--- config.mk ---
export PLATFORM = sky130hd
export DESIGN_NAME = acc_core
export DESIGN_NICKNAME = d
export VERILOG_FILES = /design/src/rtl/acc_pkg.sv /design/src/rtl/acc_decode.sv /design/src/rtl/acc_seq.sv /design/src/rtl/acc_datapath.sv /design/src/rtl/acc_core.sv
export SDC_FILE = /design/constraint.sdc
export NUM_CORES = 1
export LEC_CHECK = 0
export CAP_MARGIN = 20
export CORE_MARGIN = 2
export CORE_UTILIZATION = 55
export DETAILED_ROUTE_END_ITERATION = 16
export DONT_BUFFER_PORTS = 1
export PLACE_DENSITY_LB_ADDON = 0.3
export SLEW_MARGIN = 20
export SYNTH_ARGS = -nofsm -noshare
export SYNTH_HDL_FRONTEND = slang
export SYNTH_SLANG_ARGS = --single-unit
--- constraint.sdc ---
create_clock -name clk -period 2.8 [get_ports clk]
set_clock_uncertainty 0.05 [all_clocks]
set_input_delay 0.56 -clock clk [delete_from_list [all_inputs] [get_ports clk]]
set_output_delay 0.56 -clock clk [all_outputs]
set_load 0.05 [all_outputs]
--- src/rtl/acc_pkg.sv ---
`timescale 1ns/1ps
package acc_pkg;

  // Phase sequencer states: four fetch steps, four execute steps, halt.
  typedef enum logic [3:0] {
    PH_F_ADDR  = 4'd0,
    PH_F_WAIT  = 4'd1,
    PH_F_CAPT  = 4'd2,
    PH_F_LOAD  = 4'd3,
    PH_X_DEC   = 4'd4,
    PH_X_MEM   = 4'd5,
    PH_X_CAPT  = 4'd6,
    PH_X_DONE  = 4'd7,
    PH_STOPPED = 4'd8
  } phase_t;

  // Decoded operation class.
  typedef enum logic [1:0] {
    OPK_LOAD  = 2'd0,
    OPK_STORE = 2'd1,
    OPK_ADD   = 2'd2,
    OPK_BAD   = 2'd3
  } op_kind_t;

endpackage

--- src/rtl/acc_decode.sv ---
`timescale 1ns/1ps
module acc_decode
  import acc_pkg::*;
#(
  parameter int OP_W = 4,
  parameter logic [OP_W-1:0] CODE_LOAD  = OP_W'(1),
  parameter logic [OP_W-1:0] CODE_STORE = OP_W'(2),
  parameter logic [OP_W-1:0] CODE_ADD   = OP_W'(5)
) (
  input  logic [OP_W-1:0] opcode,
  output op_kind_t        kind
);

  always_comb begin
    if (opcode == CODE_LOAD)       kind = OPK_LOAD;
    else if (opcode == CODE_STORE) kind = OPK_STORE;
    else if (opcode == CODE_ADD)   kind = OPK_ADD;
    else                           kind = OPK_BAD;
  end

endmodule

--- src/rtl/acc_seq.sv ---
`timescale 1ns/1ps
module acc_seq
  import acc_pkg::*;
(
  input  logic     clk,
  input  logic     rst,
  input  op_kind_t kind,
  output phase_t   phase,
  output logic     halted
);

  phase_t phase_q;
  logic   halt_q;

  always_ff @(posedge clk) begin
    if (rst) begin
      phase_q <= PH_F_ADDR;
      halt_q  <= 1'b0;
    end else begin
      case (phase_q)
        PH_F_ADDR: phase_q <= PH_F_WAIT;
        PH_F_WAIT: phase_q <= PH_F_CAPT;
        PH_F_CAPT: phase_q <= PH_F_LOAD;
        PH_F_LOAD: phase_q <= PH_X_DEC;
        PH_X_DEC: begin
          if (kind == OPK_BAD) begin
            phase_q <= PH_STOPPED;
            halt_q  <= 1'b1;
          end else begin
            phase_q <= PH_X_MEM;
          end
        end
        PH_X_MEM:  phase_q <= (kind == OPK_STORE) ? PH_F_ADDR : PH_X_CAPT;
        PH_X_CAPT: phase_q <= PH_X_DONE;
        PH_X_DONE: phase_q <= PH_F_ADDR;
        default:   phase_q <= PH_STOPPED;
      endcase
    end
  end

  assign phase  = phase_q;
  assign halted = halt_q;

endmodule

--- src/rtl/acc_datapath.sv ---
`timescale 1ns/1ps
module acc_datapath
  import acc_pkg::*;
#(
  parameter int DATA_W = 16,
  parameter int ADDR_W = 12
) (
  input  logic              clk,
  input  logic              rst,
  input  logic [ADDR_W-1:0] start_addr,
  input  phase_t            phase,
  input  op_kind_t          kind,
  input  logic [DATA_W-1:0] mem_rdata,
  output logic [ADDR_W-1:0] pc,
  output logic [ADDR_W-1:0] mar,
  output logic [DATA_W-1:0] mbr,
  output logic [DATA_W-1:0] ir,
  output logic [DATA_W-1:0] acc,
  output logic              we
);

  always_ff @(posedge clk) begin
    if (rst) begin
      pc  <= start_addr;
      mar <= '0;
      mbr <= '0;
      ir  <= '0;
      acc <= '0;
      we  <= 1'b0;
    end else begin
      we <= 1'b0;
      case (phase)
        PH_F_ADDR: mar <= pc;
        PH_F_CAPT: mbr <= mem_rdata;
        PH_F_LOAD: begin
          ir <= mbr;
          pc <= pc + 1'b1;
        end
        PH_X_DEC: begin
          if (kind != OPK_BAD) mar <= ir[ADDR_W-1:0];
          if (kind == OPK_STORE) begin
            mbr <= acc;
            we  <= 1'b1;
          end
        end
        PH_X_CAPT: mbr <= mem_rdata;
        PH_X_DONE: begin
          if (kind == OPK_LOAD)     acc <= mbr;
          else if (kind == OPK_ADD) acc <= acc + mbr;
        end
        default: ;
      endcase
    end
  end

endmodule

--- src/rtl/acc_core.sv ---
`timescale 1ns/1ps
module acc_core
  import acc_pkg::*;
#(
  parameter int DATA_W = 16,
  parameter int OP_W   = 4
) (
  input  logic                     clk,
  input  logic                     rst,
  input  logic [DATA_W-OP_W-1:0]   start_addr,
  output logic [DATA_W-OP_W-1:0]   mem_addr,
  output logic                     mem_we,
  output logic [DATA_W-1:0]        mem_wdata,
  input  logic [DATA_W-1:0]        mem_rdata,
  output logic [DATA_W-1:0]        acc_out,
  output logic [DATA_W-OP_W-1:0]   pc_out,
  output logic                     halted
);

  localparam int ADDR_W = DATA_W - OP_W;

  phase_t            phase;
  op_kind_t          kind;
  logic [ADDR_W-1:0] pc_r;
  logic [ADDR_W-1:0] mar_r;
  logic [DATA_W-1:0] mbr_r;
  logic [DATA_W-1:0] ir_r;
  logic [DATA_W-1:0] acc_r;
  logic              we_r;

  acc_decode #(.OP_W(OP_W)) u_dec (
    .opcode (ir_r[DATA_W-1 -: OP_W]),
    .kind   (kind)
  );

  acc_seq u_seq (
    .clk    (clk),
    .rst    (rst),
    .kind   (kind),
    .phase  (phase),
    .halted (halted)
  );

  acc_datapath #(.DATA_W(DATA_W), .ADDR_W(ADDR_W)) u_dp (
    .clk        (clk),
    .rst        (rst),
    .start_addr (start_addr),
    .phase      (phase),
    .kind       (kind),
    .mem_rdata  (mem_rdata),
    .pc         (pc_r),
    .mar        (mar_r),
    .mbr        (mbr_r),
    .ir         (ir_r),
    .acc        (acc_r),
    .we         (we_r)
  );

  assign mem_addr  = mar_r;
  assign mem_we    = we_r;
  assign mem_wdata = mbr_r;
  assign acc_out   = acc_r;
  assign pc_out    = pc_r;

endmodule

==> tab_implementation.tex, run 1 <==
\begin{tabular}{lr}
\hline
Metric & Value \\
\hline
\multicolumn{2}{l}{\textbf{Run status}} \\
\quad Status & complete, no violations \\
\multicolumn{2}{l}{\textbf{Detailed routing}} \\
\quad Number of nets still failing antenna checks after routing & 0 \\
\quad Wire length per cell & 18.0 um \\
\quad Number of design-rule violations left by the first detailed-router iteration & 199 \\
\quad Via density per instance & 6.16 \\
\quad Via count & 3,770 \\
\quad Final wirelength & between 10,000 and 15,000 um \\
\quad Drt first pass iters & 6 \\
\quad Final routed DRC violation total & 0 \\
\multicolumn{2}{l}{\textbf{STA}} \\
\quad Total of endpoints with negative setup slack in the final report & 0 \\
\quad Final count of hold timing violations & 0 \\
\quad WHS & 0.245 ns \\
\quad Final clock period utilization by the worst path & about 90\% \\
\quad Slack of the critical path & 0.234 ns \\
\quad Time the worst path needs with I/O delays and setup & between 2 and 3 ns \\
\quad Sum of negative setup slack & 0 ns \\
\quad Maximum operating frequency & 390 MHz \\
\quad Worst slew slack as a fraction of its limit & 55.2\% \\
\quad Worst Tran Pin Value & around 0.67 ns \\
\quad Unrepaired setup endpoints after global routing & false \\
\quad Count of final max-slew check failures & 0 \\
\multicolumn{2}{l}{\textbf{Clocking}} \\
\quad Buffer cell driving the clock tree root & clkbuf\_8 \\
\quad CTS Hold Buffers Added & 0 \\
\quad Number of buffers on the longest clock path & 2 \\
\quad Worst-skew pair later-pin latency & 0.36 ns \\
\quad Number of buffers created by CTS & 9 \\
\quad H-Tree Depth & 3 \\
\quad CTS clock-pin slew for the worst setup and hold paths & 0.08 ns \\
\quad Post-CTS Setup Repair Bufs & 0 \\
\quad Clock tree from TritonCTS & yes \\
\quad Sink Count & 78 \\
\multicolumn{2}{l}{\textbf{Yosys}} \\
\quad Top cells by area, synth & dfxtp\_1, edfxtp\_1, mux2i\_1 \\
\quad Post-Syn Instances & approximately 480 \\
\quad Portion of synthesized cell area occupied by the leading cell type & a little under a third \\
\quad Top-count cell post-synth & nand2\_1 \\
\quad Yosys warning total & 0 \\
\quad Top cells by count, synth & nand2\_1, dfxtp\_1, nor2\_1, a21oi\_1, mux2i\_1 \\
\quad EDFF count, synth & 12 \\
\quad Most used flip-flop cell after synthesis & dfxtp\_1 \\
\quad Average cell area after synthesis & 8.73 um2 \\
\quad Sequential share of the synthesized area & about two fifths \\
\quad Synth cell types & 53 \\
\quad Syn Std Cell Area & between 0.004 and 0.005 mm2 \\
\quad FFs w/ async S/R, synth & 0\% \\
\quad \#FFs+latches synth & 78 \\
\quad Library cell occupying the most area in the post-synthesis netlist & dfxtp\_1 \\
\quad Syn Nets & approximately 530 \\
\multicolumn{2}{l}{\textbf{Cells and area}} \\
\quad Layout area overhead & 14.2\% \\
\quad Share of layout cells above drive strength 1 & between 10\% and 20\% \\
\quad Number of antenna repair diodes & 0 \\
\quad Total Nets Final & 555 \\
\quad Post-route cell area & just under 0.005 mm2 \\
\quad Filler cell count in the final layout & 619 \\
\quad Util after Layout & 65.5\% \\
\multicolumn{2}{l}{\textbf{Setup path}} \\
\quad CP arrival & 2.77 ns \\
\quad Critical path required time & 3.00 ns \\
\quad CP Max Fanout & 4 \\
\quad Type of the worst setup path & flop to flop \\
\quad Critical path startpoint category & flop \\
\quad Category of the worst setup path capture point & flop \\
\multicolumn{2}{l}{\textbf{Global route}} \\
\quad Wire length of the first global-routing pass & $\sim$18,000 um \\
\quad Number of global-route vias before repair & between 3k and 4k \\
\quad Maximum number of pins on one net before global-route repair & 92 \\
\quad Number of antenna violations at the first check in global routing & 0 \\
\quad Gr usage total & 26.6\% \\
\quad Total grt overflow & 0 \\
\multicolumn{2}{l}{\textbf{Power}} \\
\quad Peak supply drop & 0.385 mV \\
\quad Total power per unit cell area & 808 mW/mm2 \\
\quad Static leakage & 1.95 nW \\
\multicolumn{2}{l}{\textbf{Placed design}} \\
\quad Number of buffers added on ports & 0 \\
\quad Hpwl dp & 7830 um \\
\quad Routability cong. & 0.878 \\
\quad Worst-case setup slack after placement & 0.220 ns \\
\quad Cell Area, Placed & 0.00455 mm2 \\
\multicolumn{2}{l}{\textbf{Die}} \\
\quad Floorplan row count & 31 \\
\quad Placeable Area & 0.00733 mm2 \\
\quad Vertical die dimension & $\sim$91 um \\
\quad Starting density of the core & about 57\% \\
\quad Area enclosed by the die boundary & 0.00837 mm2 \\
\quad X dimension of the die & between 90 and 100 um \\
\quad I/O pin count & 88 \\
\multicolumn{2}{l}{\textbf{Run}} \\
\quad Max\_cap viols & 0 \\
\multicolumn{2}{l}{\textbf{Min path}} \\
\quad Worst Hold Class & primary input to flop \\
\hline
\end{tabular}
-- cell usage in the layout (no fill, tap or decap), types with 10 or more instances in the layout --
cell	instances
a211oi_1	22
ha_1	16
nor3_1	11
xor2_1	11
a21oi_1	38
mux2i_1	31
nor2_1	50
edfxtp_1	12
o21ai_0	20
buf_4	47
clkbuf_8	10
dfxtp_1	64
nand2_1	74
-- per-layer routing --
metal  up-vias  GRT usage [%]  routed length (um)
met4         0           13.5                 322
met1      1787           32.7                4560
met2       159           43.2                5200
met3        34           6.56                 951
met5         -              0                   0
li1       1790              -                   -
-- power by group --
part           internal, mW  leakage, nW  switching (mW)
combinational         0.379         1.18           0.763
sequential             1.31        0.657           0.410
clock                 0.584        0.118           0.430
-- critical path, stage by stage, from the launching register on --
cell       delay, ns
dfxtp_1         0.33
ha_1            0.35
o21ai_0         0.28
o21ai_2         0.12
a2111oi_2       0.46
o31ai_1         0.16
xor2_1          0.17
mux2i_1         0.16
a2111oi_2       0.38
-- layout make-up --
type | instances | area (um2) | area share, %
multi-input combinational | 365 | 2370 | 49.4
inverter | 7 | 26.3 | 0.547
tap | 99 | 124 | 2.58
clock buffer | 12 | 166 | 3.46
sequential | 78 | 1680 | 35.1
clock inverter | 4 | 76.3 | 1.59
timing repair buffer | 47 | 353 | 7.35
-- sequential cells by signal, summed over array words and instances, names as in the netlist --
register / count
u_seq.halted: 1
u_dp.we: 1
u_dp.ir: 16
u_dp.mar: 12
u_seq.phase: 4
u_dp.pc: 12
u_dp.mbr: 16
u_dp.acc: 16
-- cell families (layout without fill, tap and decap cells) --
family | after synthesis | after routing | synth area share, %
AOI/OAI and AO/OA | 126 | 126 | 21.2
DFF | 78 | 78 | 40.0
xor gates and xnor gates | 19 | 19 | 3.95
adders and majority gates | 17 | 17 | 5.23
buffers and inverters | 39 | 70 | 3.90
and+or+nand+nor | 170 | 170 | 17.8
muxes | 33 | 33 | 7.91
-- path summary, 6_finish.rpt --
check	start	end	slack, ns	cells past startpoint
hold reg to reg	u_dp.ir[5]$_SDFFE_PP0P_	u_dp.ir[5]$_SDFFE_PP0P_	0.41	2
setup reg to reg	u_dp.mbr[2]$_SDFFE_PP0P_	u_dp.acc[15]$_SDFFE_PP0P_	0.23	8
setup / recovery	u_dp.mbr[2]$_SDFFE_PP0P_	u_dp.acc[15]$_SDFFE_PP0P_	0.23	8
hold / removal	rst	u_dp.mar[10]$_SDFFE_PP0P_	0.24	1
-- timing repair --
item | in CTS | in global routing
endpoints found under the hold margin | 0 | 0
endpoints found under the setup margin | 0 | 2
gates resized for setup | 0 | 2
-- stage by stage --
stage | total power, mW | instances
3_3_place_gp | 2.83 | 596
2_1_floorplan | 2.62 | 482
4_1_cts | 3.87 | 612
6_report | 3.88 | 612
5_1_grt | 4.04 | 612
3_5_place_dp | 2.87 | 596
No activity file was read; power rests on OpenSTA's default activity.
==> run 2, diff against run 1 <==
- SETUP_SLACK_MARGIN: not set -> 0.5
==> run 2 against run 1 <==
Effect of this change:
- final cell count is 0.98% lower
- fmax grew 7.0%
- global-route usage shrank 0.27 points
- critical path depth did not move
- critical endpoint unchanged
- sequential share of layout area increased by 0.37 points
- hold slack improved by 0.034 ns
- total power is 5.0% lower
- via count rose by 0.66%
- core utilization is 1.2 points higher
- design area is 1.9% higher
==> tab_implementation.tex, run 2 (same netlist as run 1, synthesis figures left out) <==
\begin{tabular}{lr}
\hline
Metric & Value \\
\hline
\multicolumn{2}{l}{\textbf{Run status}} \\
\quad Status & complete, no violations \\
\multicolumn{2}{l}{\textbf{Global route}} \\
\quad Wire length of the first global-routing pass & 17,800 um (+0.62\%) \\
\quad Gr usage total & 26.4\% (-0.27 points) \\
\quad Maximum number of pins on one net before global-route repair & 92 (unchanged) \\
\quad Met2 Use GR & 43.3\% (+0.12 points) \\
\quad Met3 track demand over resource & 6.47\% (-0.083 points) \\
\quad Number of antenna violations at the first check in global routing & 0 (unchanged) \\
\quad Total grt overflow & 0 (unchanged) \\
\quad Number of global-route vias before repair & 3,546 (-3.2\%) \\
\quad GR Util met1 & 33.7\% (+0.94 points) \\
\quad GR peak layer & met2 \\
\multicolumn{2}{l}{\textbf{Cells and area}} \\
\quad Share of layout cells above drive strength 1 & 22.3\% (+5.9 points) \\
\quad Top Registers & u\_dp.acc x16, u\_dp.ir x16, u\_dp.mbr x16 \\
\quad Layout area overhead & 16.3\% \\
\quad Util after Layout & 66.8\% (+1.2 points) \\
\quad Number of antenna repair diodes & 0 (unchanged) \\
\quad Commonest cells after routing, fill and taps aside & nand2\_1, nor2\_1, dfxtp\_1 \\
\quad Most common library cell in the layout ignoring fill and taps & nand2\_1 \\
\quad Total Nets Final & 549 (-1.1\%) \\
\multicolumn{2}{l}{\textbf{Power}} \\
\quad Net Switching & 1.65 mW (+2.6\%) \\
\quad Sequential share of power & 49.4\% (+5.0 points) \\
\quad Total power per unit cell area & 753 mW/mm2 (-6.8\%) \\
\quad Static leakage & 1.93 nW (-1.4\%) \\
\quad Internal portion of total power & 2.04 mW (-10\%) \\
\quad Share of total power in the clock network & 21.7\% (-4.4 points) \\
\quad Fraction of power spent switching nets & 44.6\% (+3.3 points) \\
\quad Peak supply drop & 0.381 mV (-1.3\%) \\
\quad Relative contribution of combinational cells to total power & 28.9\% (-0.6 points) \\
\multicolumn{2}{l}{\textbf{Clocking}} \\
\quad CTS clock-pin slew for the worst setup and hold paths & 0.09 ns (about the same) \\
\quad Sink Count & 78 (unchanged) \\
\quad Buffer cell driving the clock tree root & clkbuf\_8 \\
\quad Number of buffers on the longest clock path & 2 (unchanged) \\
\quad Worst-skew pair later-pin latency & 0.36 ns (about the same) \\
\quad Clock tree from TritonCTS & yes \\
\quad Number of buffers created by CTS & 9 (unchanged) \\
\quad H-Tree Depth & 3 (unchanged) \\
\multicolumn{2}{l}{\textbf{Die}} \\
\quad I/O pin count & 88 (unchanged) \\
\quad Vertical die dimension & 91.5 um (unchanged) \\
\quad Area enclosed by the die boundary & 0.00837 mm2 (unchanged) \\
\quad Placeable Area & 0.00733 mm2 (unchanged) \\
\quad Floorplan row count & 31 (unchanged) \\
\quad Starting density of the core & 57.4\% (unchanged) \\
\quad X dimension of the die & 91.5 um (unchanged) \\
\multicolumn{2}{l}{\textbf{Run}} \\
\quad Max\_cap viols & 0 (unchanged) \\
\multicolumn{2}{l}{\textbf{Placed design}} \\
\quad Number of buffers added on ports & 0 (unchanged) \\
\quad Hpwl dp & 7580 um (-3.2\%) \\
\quad Routability cong. & 0.883 (+0.55\%) \\
\multicolumn{2}{l}{\textbf{Setup path}} \\
\quad CP arrival & 2.61 ns (-0.16 ns) \\
\quad Category of the worst setup path capture point & flop \\
\quad Critical path required time & 3.02 ns (+0.02 ns) \\
\quad Type of the worst setup path & flop to flop \\
\quad Cell family contributing the most delay on the critical path & compound AO/OA/AOI/OAI gates \\
\quad Number of buffers and inverters on the critical path & 1 (+1) \\
\quad CP Max Fanout & 5 (+1) \\
\quad Stage delay of the slowest cell on the critical path & 0.47 ns (about the same) \\
\quad Critical path cell sequence & ha\_2 > a21oi\_2 > inv\_1 > a31oi\_1 > o31ai\_2 > xor2\_1 > mux2i\_1 > a2111oi\_2 \\
\quad Worst-path cell with the longest stage delay & dfxtp\_4 \\
\quad Critical path startpoint category & flop \\
\multicolumn{2}{l}{\textbf{STA}} \\
\quad Final clock period utilization by the worst path & 85.6\% (-6.0 points) \\
\quad Worst slew slack as a fraction of its limit & 45.8\% (-9.4 points) \\
\quad Time the worst path needs with I/O delays and setup & 2.40 ns (-0.168 ns) \\
\quad Total of endpoints with negative setup slack in the final report & 0 (unchanged) \\
\quad Maximum operating frequency & 417 MHz (+7.0\%) \\
\quad Unrepaired setup endpoints after global routing & true \\
\quad Sum of negative setup slack & 0 ns (unchanged) \\
\quad Count of final max-slew check failures & 0 (unchanged) \\
\quad Final count of hold timing violations & 0 (unchanged) \\
\quad Worst Tran Pin Value & 0.802 ns (+0.130 ns) \\
\multicolumn{2}{l}{\textbf{Min path}} \\
\quad Worst Hold Class & primary input to flop \\
\multicolumn{2}{l}{\textbf{Detailed routing}} \\
\quad Final wirelength & 11,300 um (+2.8\%) \\
\quad Wire length per cell & 18.7 um (+3.9\%) \\
\quad Via density per instance & 6.26 (+1.7\%) \\
\quad Final routed DRC violation total & 0 (unchanged) \\
\quad Via count & 3,795 (+0.66\%) \\
\quad Number of nets still failing antenna checks after routing & 0 (unchanged) \\
\quad Number of design-rule violations left by the first detailed-router iteration & 260 (+31\%) \\
\quad Drt first pass iters & 5 (-1) \\
\hline
\end{tabular}
[run 2: final cells by class]
cell class,instances,area [um2]
Clock inverter,7,57.6
Inverter,7,26.3
Tap cell,99,124
Multi-Input combinational cell,365,2520
Timing Repair Buffer,41,308
Sequential cell,78,1730
Fill cell,585,2440
Clock buffer,9,124
[run 2: layer usage]
metal / vias up / wire length (um)
met5: - / 0
met1: 1819 / 4750
met3: 22 / 946
met4: 0 / 174
met2: 169 / 5480
li1: 1785 / -
[run 2: through the flow]
| step | worst slack [ns] | power (mW) | cell area (um2) | hold WS (ns) | cells |
|---|---|---|---|---|---|
| global route | 0.307 | 3.85 | 4890 | 0.206 | 606 |
| floorplan | 0.490 | 2.63 | 4320 | 0.386 | 482 |
| detailed placement | 0.327 | 2.87 | 4580 | 0.399 | 586 |
| CTS | 0.399 | 3.67 | 4820 | 0.199 | 604 |
| global placement | 0.406 | 2.84 | 4580 | 0.387 | 586 |
| finish | 0.402 | 3.69 | 4890 | 0.279 | 606 |
[run 2: final timing paths]
| kind | start | endpoint | slack, ns | cells after the start |
|---|---|---|---|---|
| min | rst | u_dp.mar[1]$_SDFFE_PP0P_ | 0.28 | 1 |
| max reg2reg | u_dp.mbr[8]$_SDFFE_PP0P_ | u_dp.acc[15]$_SDFFE_PP0P_ | 0.40 | 8 |
| max | u_dp.mbr[8]$_SDFFE_PP0P_ | u_dp.acc[15]$_SDFFE_PP0P_ | 0.40 | 8 |
| min reg2reg | u_dp.ir[0]$_SDFFE_PP0P_ | u_dp.ir[0]$_SDFFE_PP0P_ | 0.42 | 2 |
[run 2: repair_timing]
action	4_1_cts	5_1_grt
hold buffers	0	0
resized for setup	7	15
pin swaps	12	15
buffers inserted	2	2
endpoints found under the setup margin	3	9
[run 2: power by group through the flow]
stage,Clock [mW],Sequential [mW],Combinational (mW)
6_report,0.800,1.82,1.07
5_1_grt,0.855,1.84,1.16
4_1_cts,0.808,1.81,1.04
3_5_place_dp,0,1.84,1.03
3_3_place_gp,0,1.83,1.00
2_1_floorplan,0,1.98,0.651
==> run 3, diff against run 2 <==
- CORE_UTILIZATION: 55 -> 60
==> run 3 against run 2 <==
Effect of this change:
- non-clock buffer count increased by 3
- first-iteration DRC count is 14% higher
- register-to-register slack about the same
- flip-flop and latch count unchanged
- clock-buffer cell count unchanged
- highest routed layer unchanged
- sequential share of layout area fell by 0.22 points
- critical path type unchanged
- worst setup slack improved by 0.011 ns
==> tab_implementation.tex, run 3 (same netlist as run 1, synthesis figures left out) <==
\begin{tabular}{lr}
\hline
Metric & Value \\
\hline
\multicolumn{2}{l}{\textbf{Detailed routing}} \\
\quad Via density per instance & 6.13 (-2.1\%) \\
\quad Via count & 3,715 (-2.1\%) \\
\quad Drt first pass iters & 5 (unchanged) \\
\quad Wire length per cell & 18.7 um (-0.36\%) \\
\quad Number of design-rule violations left by the first detailed-router iteration & 297 (+14\%) \\
\quad Final routed DRC violation total & 0 (unchanged) \\
\quad Final wirelength & 11,300 um (-0.36\%) \\
\quad Number of nets still failing antenna checks after routing & 0 (unchanged) \\
\multicolumn{2}{l}{\textbf{STA}} \\
\quad Total of endpoints with negative setup slack in the final report & 0 (unchanged) \\
\quad Worst slew slack as a fraction of its limit & 58.2\% (+12 points) \\
\quad Final clock period utilization by the worst path & 85.3\% (-0.38 points) \\
\quad Count of final max-slew check failures & 0 (unchanged) \\
\quad Sum of negative setup slack & 0 ns (unchanged) \\
\quad Unrepaired setup endpoints after global routing & true \\
\quad Worst Tran Pin Value & 0.626 ns (-0.176 ns) \\
\quad Time the worst path needs with I/O delays and setup & 2.39 ns (-0.0107 ns) \\
\quad Maximum operating frequency & 419 MHz (+0.45\%) \\
\quad Final count of hold timing violations & 0 (unchanged) \\
\multicolumn{2}{l}{\textbf{Setup path}} \\
\quad Critical path startpoint category & flop \\
\quad End of the worst register-to-register path & u\_dp.acc[12]\$\_SDFFE\_PP0P\_ \\
\quad Critical path cell sequence & ha\_4 > fa\_2 > a21o\_1 > nand4\_1 > a31oi\_4 > a221oi\_4 > xnor2\_1 > mux2i\_1 > a211oi\_1 \\
\quad Cell family contributing the most delay on the critical path & compound AO/OA/AOI/OAI gates \\
\quad Worst Reg2Reg Path Length in Cells & 9 (+1) \\
\quad Type of the worst setup path & flop to flop \\
\quad Worst reg2reg path startpoint & u\_dp.mbr[0]\$\_SDFFE\_PP0P\_ \\
\quad CP Max Fanout & 5 (unchanged) \\
\quad Worst-path cell with the longest stage delay & dfxtp\_4 \\
\quad Critical Path End & u\_dp.acc[12]\$\_SDFFE\_PP0P\_ \\
\quad Flop-to-flop setup slack & 0.41 ns (about the same) \\
\quad Number of buffers and inverters on the critical path & 0 (-1) \\
\quad WP depth & 9 (+1) \\
\quad Worst Setup SP & u\_dp.mbr[0]\$\_SDFFE\_PP0P\_ \\
\quad Stage delay of the slowest cell on the critical path & 0.42 ns (-0.05 ns) \\
\quad Category of the worst setup path capture point & flop \\
\quad CP arrival & 2.62 ns (about the same) \\
\quad Critical path required time & 3.04 ns (+0.02 ns) \\
\multicolumn{2}{l}{\textbf{Min path}} \\
\quad Startpoint of the worst hold path & rst \\
\quad Worst Hold Class & primary input to flop \\
\multicolumn{2}{l}{\textbf{Global route}} \\
\quad Gr usage total & 29.5\% (+3.2 points) \\
\quad Number of global-route vias before repair & 3,566 (+0.56\%) \\
\quad Wire length of the first global-routing pass & 17,600 um (-1.3\%) \\
\quad Number of antenna violations at the first check in global routing & 0 (unchanged) \\
\quad Maximum number of pins on one net before global-route repair & 92 (unchanged) \\
\quad Total grt overflow & 0 (unchanged) \\
\multicolumn{2}{l}{\textbf{Cells and area}} \\
\quad Layout area overhead & 17.1\% \\
\quad Most common library cell in the layout ignoring fill and taps & nand2\_1 \\
\quad Post-route cell area & 0.00493 mm2 (+0.64\%) \\
\quad Commonest cells after routing, fill and taps aside & nand2\_1, nor2\_1, buf\_4, dfxtp\_1, a21oi\_1 \\
\quad Layout Cells excl Fill & 606 (unchanged) \\
\quad Multi-input combinational cell area & 0.00253 mm2 (+0.20\%) \\
\quad Number of antenna repair diodes & 0 (unchanged) \\
\quad Util after Layout & 72.5\% (+5.7 points) \\
\quad Share of layout cells above drive strength 1 & 22.7\% (+0.46 points) \\
\quad Total area of sequential cells & 0.00173 mm2 (unchanged) \\
\quad Total Nets Final & 552 (+0.55\%) \\
\quad Top Registers & u\_dp.acc x16, u\_dp.ir x16, u\_dp.mbr x16 \\
\quad Filler cell count in the final layout & 486 (-17\%) \\
\multicolumn{2}{l}{\textbf{Power}} \\
\quad Static leakage & 1.95 nW (+1.4\%) \\
\quad Overall Power & 3.71 mW (+0.70\%) \\
\quad Peak supply drop & 0.327 mV (-14\%) \\
\quad Total power per unit cell area & 753 mW/mm2 (about the same) \\
\multicolumn{2}{l}{\textbf{Die}} \\
\quad Placeable Area & 0.00679 mm2 (-7.3\%) \\
\quad X dimension of the die & 87.7 um (-4.1\%) \\
\quad Floorplan row count & 30 (-3.2\%) \\
\quad I/O pin count & 88 (unchanged) \\
\quad Vertical die dimension & 87.7 um (-4.1\%) \\
\quad Area enclosed by the die boundary & 0.00770 mm2 (-8.0\%) \\
\quad Starting density of the core & 61.9\% (+4.5 points) \\
\multicolumn{2}{l}{\textbf{Run status}} \\
\quad Status & complete, no violations \\
\multicolumn{2}{l}{\textbf{Clocking}} \\
\quad Sink Count & 78 (unchanged) \\
\quad H-Tree Depth & 3 (unchanged) \\
\quad CTS Hold Buffers Added & 0 (unchanged) \\
\quad Worst-skew pair later-pin latency & 0.38 ns (+0.02 ns) \\
\quad CTS clock-pin slew for the worst setup and hold paths & 0.09 ns (about the same) \\
\quad Number of buffers created by CTS & 9 (unchanged) \\
\quad Buffer cell driving the clock tree root & clkbuf\_8 \\
\quad Clock tree from TritonCTS & yes \\
\quad Number of buffers on the longest clock path & 2 (unchanged) \\
\multicolumn{2}{l}{\textbf{Placed design}} \\
\quad Cell Area, Placed & 0.00458 mm2 (about the same) \\
\quad Number of buffers added on ports & 0 (unchanged) \\
\quad Dpl cells & 584 (-0.34\%) \\
\quad Hpwl dp & 7510 um (-0.92\%) \\
\quad Routability cong. & 0.971 (+10\%) \\
\multicolumn{2}{l}{\textbf{Run}} \\
\quad Max\_cap viols & 0 (unchanged) \\
\hline
\end{tabular}
==> run 3: how the worst min path moves through the flow <==
stage	end	cells after the start
after detailed placement	u_dp.ir[7]$_SDFFE_PP0P_	2
after global routing	u_dp.acc[8]$_SDFFE_PP0P_	1
after global placement	u_dp.ir[6]$_SDFFE_PP0P_	2
final	u_dp.acc[8]$_SDFFE_PP0P_	1
after CTS	u_dp.acc[8]$_SDFFE_PP0P_	1
after floorplan	u_dp.ir[0]$_SDFFE_PP0P_	2
==> run 3: cell type report <==
type	count	area share, %
flip-flops and latches	78	35.2
inverters	7	0.533
multi-input cells	365	51.3
repair buffers	44	6.71
clock buffers	9	2.51
clock inverters	7	1.32
well taps	96	2.44
==> run 3: report_power, final <==
part,internal (mW),switching (mW),leakage (nW)
Clock,0.345,0.495,0.0947
Combinational,0.376,0.691,1.19
Sequential,1.32,0.484,0.670
Total,2.04,1.67,1.95
==> run 3: stage by stage <==
step	setup WS, ns	hold WS (ns)
2_1_floorplan	0.490	0.386
3_3_place_gp	0.407	0.389
3_5_place_dp	0.335	0.393
4_1_cts	0.427	0.189
5_1_grt	0.277	0.185
6_report	0.413	0.194
==> run 3: metal layers <==
layer	vias up	routed length [um]	track usage, %
met5	-	0	0
met4	0	303	14.0
met3	27	816	6.13
met2	165	5610	50.1
met1	1740	4580	35.8
li1	1783	-	-
==> run 3: repair_timing <==
item                       4_1_cts  5_1_grt
resized for setup                7       13
buffers inserted                 2        4
setup endpoints to repair        4       19
pin swaps                       12       14
==> run 3: worst reg2reg max path: stages, from the launching register on <==
cell and delay, ns:
dfxtp_4 0.42, ha_4 0.20, fa_2 0.36, a21o_1 0.21, nand4_1 0.15, a31oi_4 0.14, a221oi_4 0.32, xnor2_1 0.16
mux2i_1 0.10, a211oi_1 0.19
